## config.mk

```make
export PLATFORM = sky130hd
export DESIGN_NAME = gain_spi_writer
export DESIGN_NICKNAME = d
export VERILOG_FILES = /design/src/rtl/gain_spi_pkg.sv /design/src/rtl/gain_spi_divider.sv /design/src/rtl/gain_spi_frame.sv /design/src/rtl/gain_spi_writer.sv
export SDC_FILE = /design/constraint.sdc
export NUM_CORES = 1
export LEC_CHECK = 0
export BUFFER_PORTS_ARGS = -buffer_cell sky130_fd_sc_hd__buf_2
export CELL_PAD_IN_SITES_DETAIL_PLACEMENT = 0
export CELL_PAD_IN_SITES_GLOBAL_PLACEMENT = 2
export CORE_MARGIN = 5
export CORE_UTILIZATION = 38
export DETAILED_ROUTE_END_ITERATION = 10
export PLACE_DENSITY = 0.87
export RECOVER_POWER = 50
export SLEW_MARGIN = 20
export SYNTH_ARGS = -nofsm -noshare
export SYNTH_HDL_FRONTEND = slang
export SYNTH_SLANG_ARGS = --single-unit
```

## constraint.sdc

```tcl
create_clock -name clk -period 4.5 [get_ports clk]
set_clock_uncertainty 0.15 [all_clocks]
set_input_delay 0.675 -clock clk [delete_from_list [all_inputs] [get_ports clk]]
set_output_delay 0.675 -clock clk [all_outputs]
set_load 0.02 [all_outputs]
```

## src/rtl/gain_spi_pkg.sv

```systemverilog
`timescale 1ns/1ps
package gain_spi_pkg;
  typedef enum logic [1:0] {
    ST_IDLE  = 2'd0,
    ST_LEAD  = 2'd1,
    ST_SHIFT = 2'd2,
    ST_TAIL  = 2'd3
  } wr_state_t;
endpackage

```

## src/rtl/gain_spi_divider.sv

```systemverilog
`timescale 1ns/1ps
module gain_spi_divider #(
  parameter int HALF_DIV = 7
) (
  input  logic clk,
  input  logic rst_n,
  input  logic run,
  output logic tick
);
  localparam int CW = (HALF_DIV > 1) ? $clog2(HALF_DIV) : 1;
  localparam logic [CW-1:0] LAST = CW'(HALF_DIV - 1);

  logic [CW-1:0] cnt;

  assign tick = run && (cnt == LAST);

  always_ff @(posedge clk or negedge rst_n) begin
    if (!rst_n)             cnt <= '0;
    else if (!run || tick)  cnt <= '0;
    else                    cnt <= cnt + 1'b1;
  end


  tick_run_chk: assert property (@(posedge clk) disable iff (!rst_n)
    tick |-> $past(run));
endmodule

```

## src/rtl/gain_spi_frame.sv

```systemverilog
`timescale 1ns/1ps
module gain_spi_frame #(
  parameter int GAIN_W = 4
) (
  input  logic                  clk,
  input  logic                  rst_n,
  input  logic                  load,
  input  logic [GAIN_W-1:0]     gain_a,
  input  logic [GAIN_W-1:0]     gain_b,
  input  logic                  step,
  input  logic                  miso,
  output logic                  mosi,
  output logic                  last,
  output logic [2*GAIN_W-1:0]   echo
);
  localparam int FW = 2 * GAIN_W;
  localparam int CW = $clog2(FW + 1);

  logic [FW-1:0] tx_q, rx_q;
  logic [CW-1:0] cnt_q;

  always_ff @(posedge clk or negedge rst_n) begin
    if (!rst_n) begin
      tx_q  <= '0;
      rx_q  <= '0;
      cnt_q <= '0;
    end else if (load) begin
      tx_q  <= {gain_b, gain_a};
      cnt_q <= '0;
    end else if (step) begin
      tx_q  <= {tx_q[FW-2:0], 1'b0};
      rx_q  <= {rx_q[FW-2:0], miso};
      cnt_q <= cnt_q + 1'b1;
    end
  end

  assign mosi = tx_q[FW-1];
  assign last = (cnt_q == CW'(FW - 1));
  assign echo = rx_q;


  bit_count_chk: assert property (@(posedge clk) disable iff (!rst_n)
    cnt_q <= CW'(FW));
endmodule

```

## src/rtl/gain_spi_writer.sv

```systemverilog
`timescale 1ns/1ps
module gain_spi_writer
  import gain_spi_pkg::*;
#(
  parameter int GAIN_W   = 4,
  parameter int HALF_DIV = 7
) (
  input  logic                 clk,
  input  logic                 rst_n,
  input  logic                 cmd_valid,
  output logic                 cmd_ready,
  input  logic [GAIN_W-1:0]    gain_a,
  input  logic [GAIN_W-1:0]    gain_b,
  output logic                 busy,
  output logic                 done,
  output logic [2*GAIN_W-1:0]  echo_data,
  output logic                 spi_cs_n,
  output logic                 spi_sck,
  output logic                 spi_mosi,
  input  logic                 spi_miso
);
  localparam int PW = $clog2(HALF_DIV + 1) + 1;

  wr_state_t state_q;
  logic      tick, last_bit, accept, fall;

  assign cmd_ready = (state_q == ST_IDLE);
  assign busy      = (state_q != ST_IDLE);
  assign accept    = cmd_valid && cmd_ready;
  assign fall      = (state_q == ST_SHIFT) && tick && spi_sck;

  gain_spi_divider #(.HALF_DIV(HALF_DIV)) u_div (
    .clk(clk), .rst_n(rst_n), .run(busy), .tick(tick)
  );

  gain_spi_frame #(.GAIN_W(GAIN_W)) u_frame (
    .clk(clk), .rst_n(rst_n), .load(accept), .gain_a(gain_a), .gain_b(gain_b),
    .step(fall), .miso(spi_miso), .mosi(spi_mosi), .last(last_bit), .echo(echo_data)
  );

  always_ff @(posedge clk or negedge rst_n) begin
    if (!rst_n) begin
      state_q  <= ST_IDLE;
      spi_cs_n <= 1'b1;
      spi_sck  <= 1'b0;
      done     <= 1'b0;
    end else begin
      done <= 1'b0;
      unique case (state_q)
        ST_IDLE: if (accept) begin
          state_q  <= ST_LEAD;
          spi_cs_n <= 1'b0;
        end
        ST_LEAD: if (tick) begin
          spi_sck <= 1'b1;
          state_q <= ST_SHIFT;
        end
        ST_SHIFT: if (tick) begin
          if (spi_sck) begin
            spi_sck <= 1'b0;
            if (last_bit) state_q <= ST_TAIL;
          end else begin
            spi_sck <= 1'b1;
          end
        end
        ST_TAIL: if (tick) begin
          spi_cs_n <= 1'b1;
          done     <= 1'b1;
          state_q  <= ST_IDLE;
        end
        default: state_q <= ST_IDLE;
      endcase
    end
  end

  // phase-length counter used only by the R5 check below
  logic          sck_q;
  logic [PW-1:0] ph_q;
  always_ff @(posedge clk or negedge rst_n) begin
    if (!rst_n) begin
      sck_q <= 1'b0;
      ph_q  <= '0;
    end else begin
      sck_q <= spi_sck;
      if (spi_sck != sck_q)            ph_q <= PW'(1);
      else if (ph_q < PW'(HALF_DIV))   ph_q <= ph_q + 1'b1;
    end
  end


  sck_phase_chk: assert property (@(posedge clk) disable iff (!rst_n)
    (spi_sck != sck_q) |-> (ph_q >= PW'(HALF_DIV)));

  sck_idle_chk: assert property (@(posedge clk) disable iff (!rst_n)
    spi_cs_n |-> !spi_sck);

  mosi_hold_chk: assert property (@(posedge clk) disable iff (!rst_n)
    (spi_sck && $past(spi_sck)) |-> $stable(spi_mosi));

  done_cs_chk: assert property (@(posedge clk) disable iff (!rst_n)
    done |-> $rose(spi_cs_n));

  done_pulse_chk: assert property (@(posedge clk) disable iff (!rst_n)
    done |=> !done);

  start_idle_chk: assert property (@(posedge clk) disable iff (!rst_n)
    $fell(spi_cs_n) |-> $past(cmd_ready));
endmodule

```

Yosys cells after proc, flatten, opt, wreduce, memory -nomap -nowiden
Index checks and enable logic that the tools add are counted.
- logic and storage cells: 57
- output and inout bits: 14
- register bits after elaboration: 28
- bits of input ports: 12
- reduce and logical (&&, ||, !) cells: 15
- eq/ne operators: 11
- bitwise gates (word level): 1
- multiplexer cells: 20
- $add $sub $neg: 2
- operator list (kind ; number):
    2-to-1 mux 8 bit ; 2
    2-to-1 mux 2 bit ; 6
    inequality test 2 bit, second input constant ; 5
    2-to-1 mux 4 bit ; 2
    one-hot mux 2 bit (4 select lines) ; 1
    nonzero test 2 bit ; 4
    2-to-1 mux 1 bit ; 6
    AND reduction 3 bit ; 2
    AND reduction 6 bit ; 1
    adder 4 x 1 -> 4 bit, second input constant ; 1
    == test 2 bit, second input constant ; 2
    == test 4 x 3 -> 1 bit, second input constant ; 1
    logical AND 1 bit ; 4
    one-hot mux 1 bit (2 select lines) ; 2
    adder 3 x 1 -> 3 bit, second input constant ; 1
    == test 3 bit, second input constant ; 1
    2-to-1 mux 3 bit ; 1
    == test 2 x 1 -> 1 bit, second input constant ; 1
    logical NOT 2 bit ; 1
    inequality test 2 x 1 -> 1 bit, second input constant ; 1
    AND reduction 2 bit ; 1
    logical NOT 1 bit ; 1
    logical OR 1 bit ; 1
    inverter 1 bit ; 1

Logic depth before layout (Yosys ltp)
- depth after elaboration: 6
- mapped depth: 7
- mapped depth without buffers: 5

By module
From an unflattened synthesis, not the netlist that was laid out.
- cells, all modules: 119
- area, all modules: 1416.4 µm²
- modules (own cells, without submodules) (module ; instances ; area an instance (µm²) ; cells each ; sequential area each (µm²)):
    gain_spi_frame ; 1 ; 923.4 ; 72 ; 500.5
    gain_spi_writer ; 1 ; 337.8 ; 34 ; 126.4
    gain_spi_divider ; 1 ; 155.1 ; 13 ; 75.1

Worst setup path before layout
OpenSTA, ideal clock, no wires.
- path kind: reg2reg
- from: reg state_q[0]
- to: reg u_frame.rx_q[1] (netlist: u_frame.echo[1])
- arrival: 1.753 ns
- path buffers: 2
- slack: 2.472 ns
- cell stages (with the launch flop): 8
- period minus slack after synthesis: 2.028 ns
- library setup time: 0.125 ns
- path through: dfrtp_1 -> inv_1 -> ha_1 -> buf_6 -> nand3b_4 -> nor2_1 -> buf_4 -> mux2_2
- RTL lines (element ; line ; text):
    start, declared ; gain_spi_writer.sv:24 ; wr_state_t state_q;
    start signal, assigned ; gain_spi_writer.sv:43 ; state_q <= ST_IDLE;
    start signal, assigned ; gain_spi_writer.sv:51 ; state_q <= ST_LEAD;
    start signal, assigned ; gain_spi_writer.sv:56 ; state_q <= ST_SHIFT;
    logical NOT 2 bit ; gain_spi_writer.sv:27 ; assign cmd_ready = (state_q == ST_IDLE);
    via cmd_ready ; gain_spi_writer.sv:11 ; output logic cmd_ready,
    logical AND 1 bit ; gain_spi_writer.sv:29 ; assign accept = cmd_valid && cmd_ready;
    inverter 1 bit (no line) ; - ;
    AND reduction 2 bit (no line) ; - ;
    end signal, assigned ; gain_spi_frame.sv:32 ; rx_q <= {rx_q[FW-2:0], miso};
    end, declared ; gain_spi_frame.sv:19 ; logic [FW-1:0] tx_q, rx_q;
The timed path passes the listed nets, and every way through them passes these cells.
A chain may end at the register's enable or synchronous reset.

Final worst setup path
- from: reg state_q[0]
- to: reg u_frame.rx_q[5] (netlist: u_frame.echo[5])
- cells in the longest elaborated chain, start to end: 5
- RTL lines (element ; line ; text):
    nonzero test 2 bit ; gain_spi_writer.sv:28 ; assign busy = (state_q != ST_IDLE);
    logical AND 1 bit ; gain_spi_divider.sv:15 ; assign tick = run && (cnt == LAST);
    logical AND 1 bit (2 in a row) ; gain_spi_writer.sv:30 ; assign fall = (state_q == ST_SHIFT) && tick && spi_sck;
    AND reduction 2 bit (no line) (*) ; - ;
Mark *: on every way between the ends. The rest lies on a longest branch, timed or not.

==> key figures <==
Floorplanning
  – Initial Util: 0.388
  – Chip height: 70.7 um
  – Number of core rows: 22
  – Core ar.: 3610 um^2
  – Die Wd: 70.7 um
  – Ports: 26
  – Die ar.: 4990 um^2

Yosys
  – Simple-gate area share of the yosys netlist: 0.133
  – Synth Area in Compound Gates: 0.155
  – Synth Area in Adders: 0.0716
  – Synth async-reset ratio: 1.00
  – Post-synthesis register bit count: 28
  – Syn avg cell area: 11.8 um^2
  – Post-synth EDFFs: 0
  – XOR/XNOR Fraction of Synth Area: 0
  – Register area share after synthesis: 0.502
  – Ys flop type: dfrtp_1
  – Largest family of logic cells by synthesized area: compound AO/OA/AOI/OAI gates
  – Syn Std Cell Area: 1400 um^2
  – Syn Inst Count: 119
  – Synth warn: 0
  – Unique cell type count in the Yosys netlist: 35
  – Post-synthesis mux area share: 0.0939
  – Post-Syn Nets: 139

Drt
  – Drt wl/cell: 14.7 um
  – Initial DRC count: 66
  – Average vias per placed instance: 5.30
  – Via count: 1013
  – First-pass iteration count of the detailed router: 4
  – DRC: 0
  – DRT antenna net count: 0
  – Final wirelength: 2800 um

Critical path
  – Crit path max-delay cell type: nor2_1
  – CP endpoint: u_frame.echo[5]
  – CP startpoint: state_q[0]
  – Reg-to-reg critical path endpoint: u_frame.echo[5]
  – Crit path cell chain: inv_1, ha_1, nand3b_4, nor2_1, mux2_2
  – Crit start category: register
  – WP data required: 4.51 ns
  – Launching point of the worst reg2reg path: state_q[0]
  – Worst Reg-to-Reg Cells: 5
  – Max stage delay on crit path: 0.68 ns
  – Endpoint class of the critical path: register
  – CP Max Fanout: 11
  – Worst R2R Setup Slack: 2.04 ns
  – Critical path class: reg -> reg
  – Critical path arrival: 2.47 ns

Run status
  – Outcome: complete, but fails checks
  – Failing checks: max-capacitance violations

Pwr
  – Peak VDD IR: 0.133 mV
  – PD cells: 261 nW/um^2
  – Total power: 0.417 mW
  – Leakage: 0.854 nW

Clocking
  – Clock sink total: 28
  – Post-CTS Setup Bufs: 0
  – Skew-Pair Late Insertion Delay: 0.27 ns
  – Clk root buf: clkbuf_8
  – Clock buffer depth: 2
  – CTS buffer count: 3
  – CTS tree: done
  – CTS clk-pin slew, worst paths: 0.09 ns
  – Resized cells post-CTS: 0
  – H-tree depth: 1
  – Hold buffer count at CTS: 0

Timing
  – Setup ws final: 2.04 ns
  – Final setup viols: 0
  – TNS Setup: 0 ns
  – Hold Slack: 0.336 ns
  – Relative slew slack: 0.00460
  – Unrepaired setup endpoints after global routing: no
  – Final min period: 2.46 ns
  – Maximum clock frequency: 0.407 GHz
  – Slew at the pin closest to its max-slew limit: 1.49 ns
  – Final Cycle Share: 0.547
  – Final hold vios: 0
  – Final Max Slew Viols: 0

Place
  – Detail Placement HPWL: 2060 um
  – Placed Cells: 187
  – Buffers added on ports: 25
  – Setup WS pre-CTS: 2.04 ns
  – GPL Wtd Cong: 0.716

Finish
  – Storage cell area: 702 um^2
  – N_diodes: 0
  – Most common cell after layout, fill and taps aside: dfrtp_1
  – Fillers: 357
  – Area delta synth->final: 14.1%
  – Total Nets Final: 164
  – Most frequent cells in the layout: dfrtp_1 (27), buf_2 (20), mux2_2 (9)
  – Finished Layout Cells: 191
  – Layout cell share with drive strength beyond 1: 0.259
  – Area occupied by multi-input gates: 634 um^2

Global routing
  – Total GRT Usage: 0.119
  – Number of global-route vias before repair: 1077
  – Initial antenna violation count: 0
  – Largest net degree at the start of global routing: 29
  – Total gr overflow: 0
  – First-pass GRT wire length: 4820 um

Worst hold path
  – Hold path depth: 1
  – Worst Hold Class: reg -> reg

Flow run
  – Max Cap Viol: 1
critical path: cells and delay by family, from the launching register on:
family,cells,cell delay (ns)
flops,1,0.44
simple gates,2,0.91
mux,1,0.42
buf+inv,1,0.11
fa+ha+maj,1,0.33
synthesized netlist by cell type, types with 3 or more instances:
library cell / count / area share
a31oi_1: 3 / 0.013
nor2_1: 8 / 0.021
and2_1: 3 / 0.013
nand3_1: 3 / 0.011
inv_1: 7 / 0.019
mux2_2: 9 / 0.072
nand2_1: 7 / 0.019
a221o_1: 6 / 0.043
mux2i_1: 3 / 0.021
ha_1: 8 / 0.072
a211oi_1: 3 / 0.016
dfrtp_1: 27 / 0.48
and3_1: 6 / 0.027
per-stage QoR:
step / cell area [um^2] / utilization
5_1_grt: 1600 / 0.443
3_5_place_dp: 1550 / 0.429
2_1_floorplan: 1400 / -
4_1_cts: 1600 / 0.444
6_report: 1600 / 0.443
3_3_place_gp: 1550 / 0.429
flip-flops by register name (all words and copies together) (netlist names):
signal	flops
u_frame.echo	8
u_frame.tx_q	8
u_frame.cnt_q	4
u_div.cnt	3
state_q	2
done	1
spi_cs_n	1
spi_sck	1
how the worst min path moves through the flow:
stage / slack [ns] / end / start
after floorplan: 0.23 / done / rst_n
after global placement: 0.30 / u_div.cnt[0] / u_div.cnt[0]
after detailed placement: 0.33 / u_div.cnt[0] / u_div.cnt[0]
after CTS: 0.27 / u_frame.tx_q[0] / rst_n
after global routing: 0.35 / u_div.cnt[0] / u_div.cnt[0]
final: 0.34 / u_div.cnt[0] / u_div.cnt[0]
report_power, final:
part	switching [mW]	internal [mW]	total, mW
sequential	0.000956	0.253	0.254
combinational	0.00865	0.00523	0.0139
clock	0.0716	0.0782	0.150
total	0.0812	0.336	0.417
final cells by class:
cell class                 count  share of cell area
timing repair buffer          25              0.0745
clock buffer                   4              0.0345
multi-input combinational     79               0.397
inverter                       7              0.0165
sequential                    28               0.440
tap                           48              0.0376
metal layers:
layer | wire, um | track usage | vias to the layer above
li1 | - | - | 488
met1 | 1260 | 0.147 | 490
met2 | 1350 | 0.200 | 33
met3 | 166 | 0.0384 | 2
met4 | 19 | 0.0313 | 0
met5 | 0 | 0 | -
logic make-up after synthesis:
| family | count (synthesis) |
|---|---|
| compound gates | 26 |
| fa+ha+maj | 8 |
| buf+inv | 12 |
| flops | 28 |
| mux | 12 |
| simple gates | 33 |
Power figures use the tool's default switching activity.
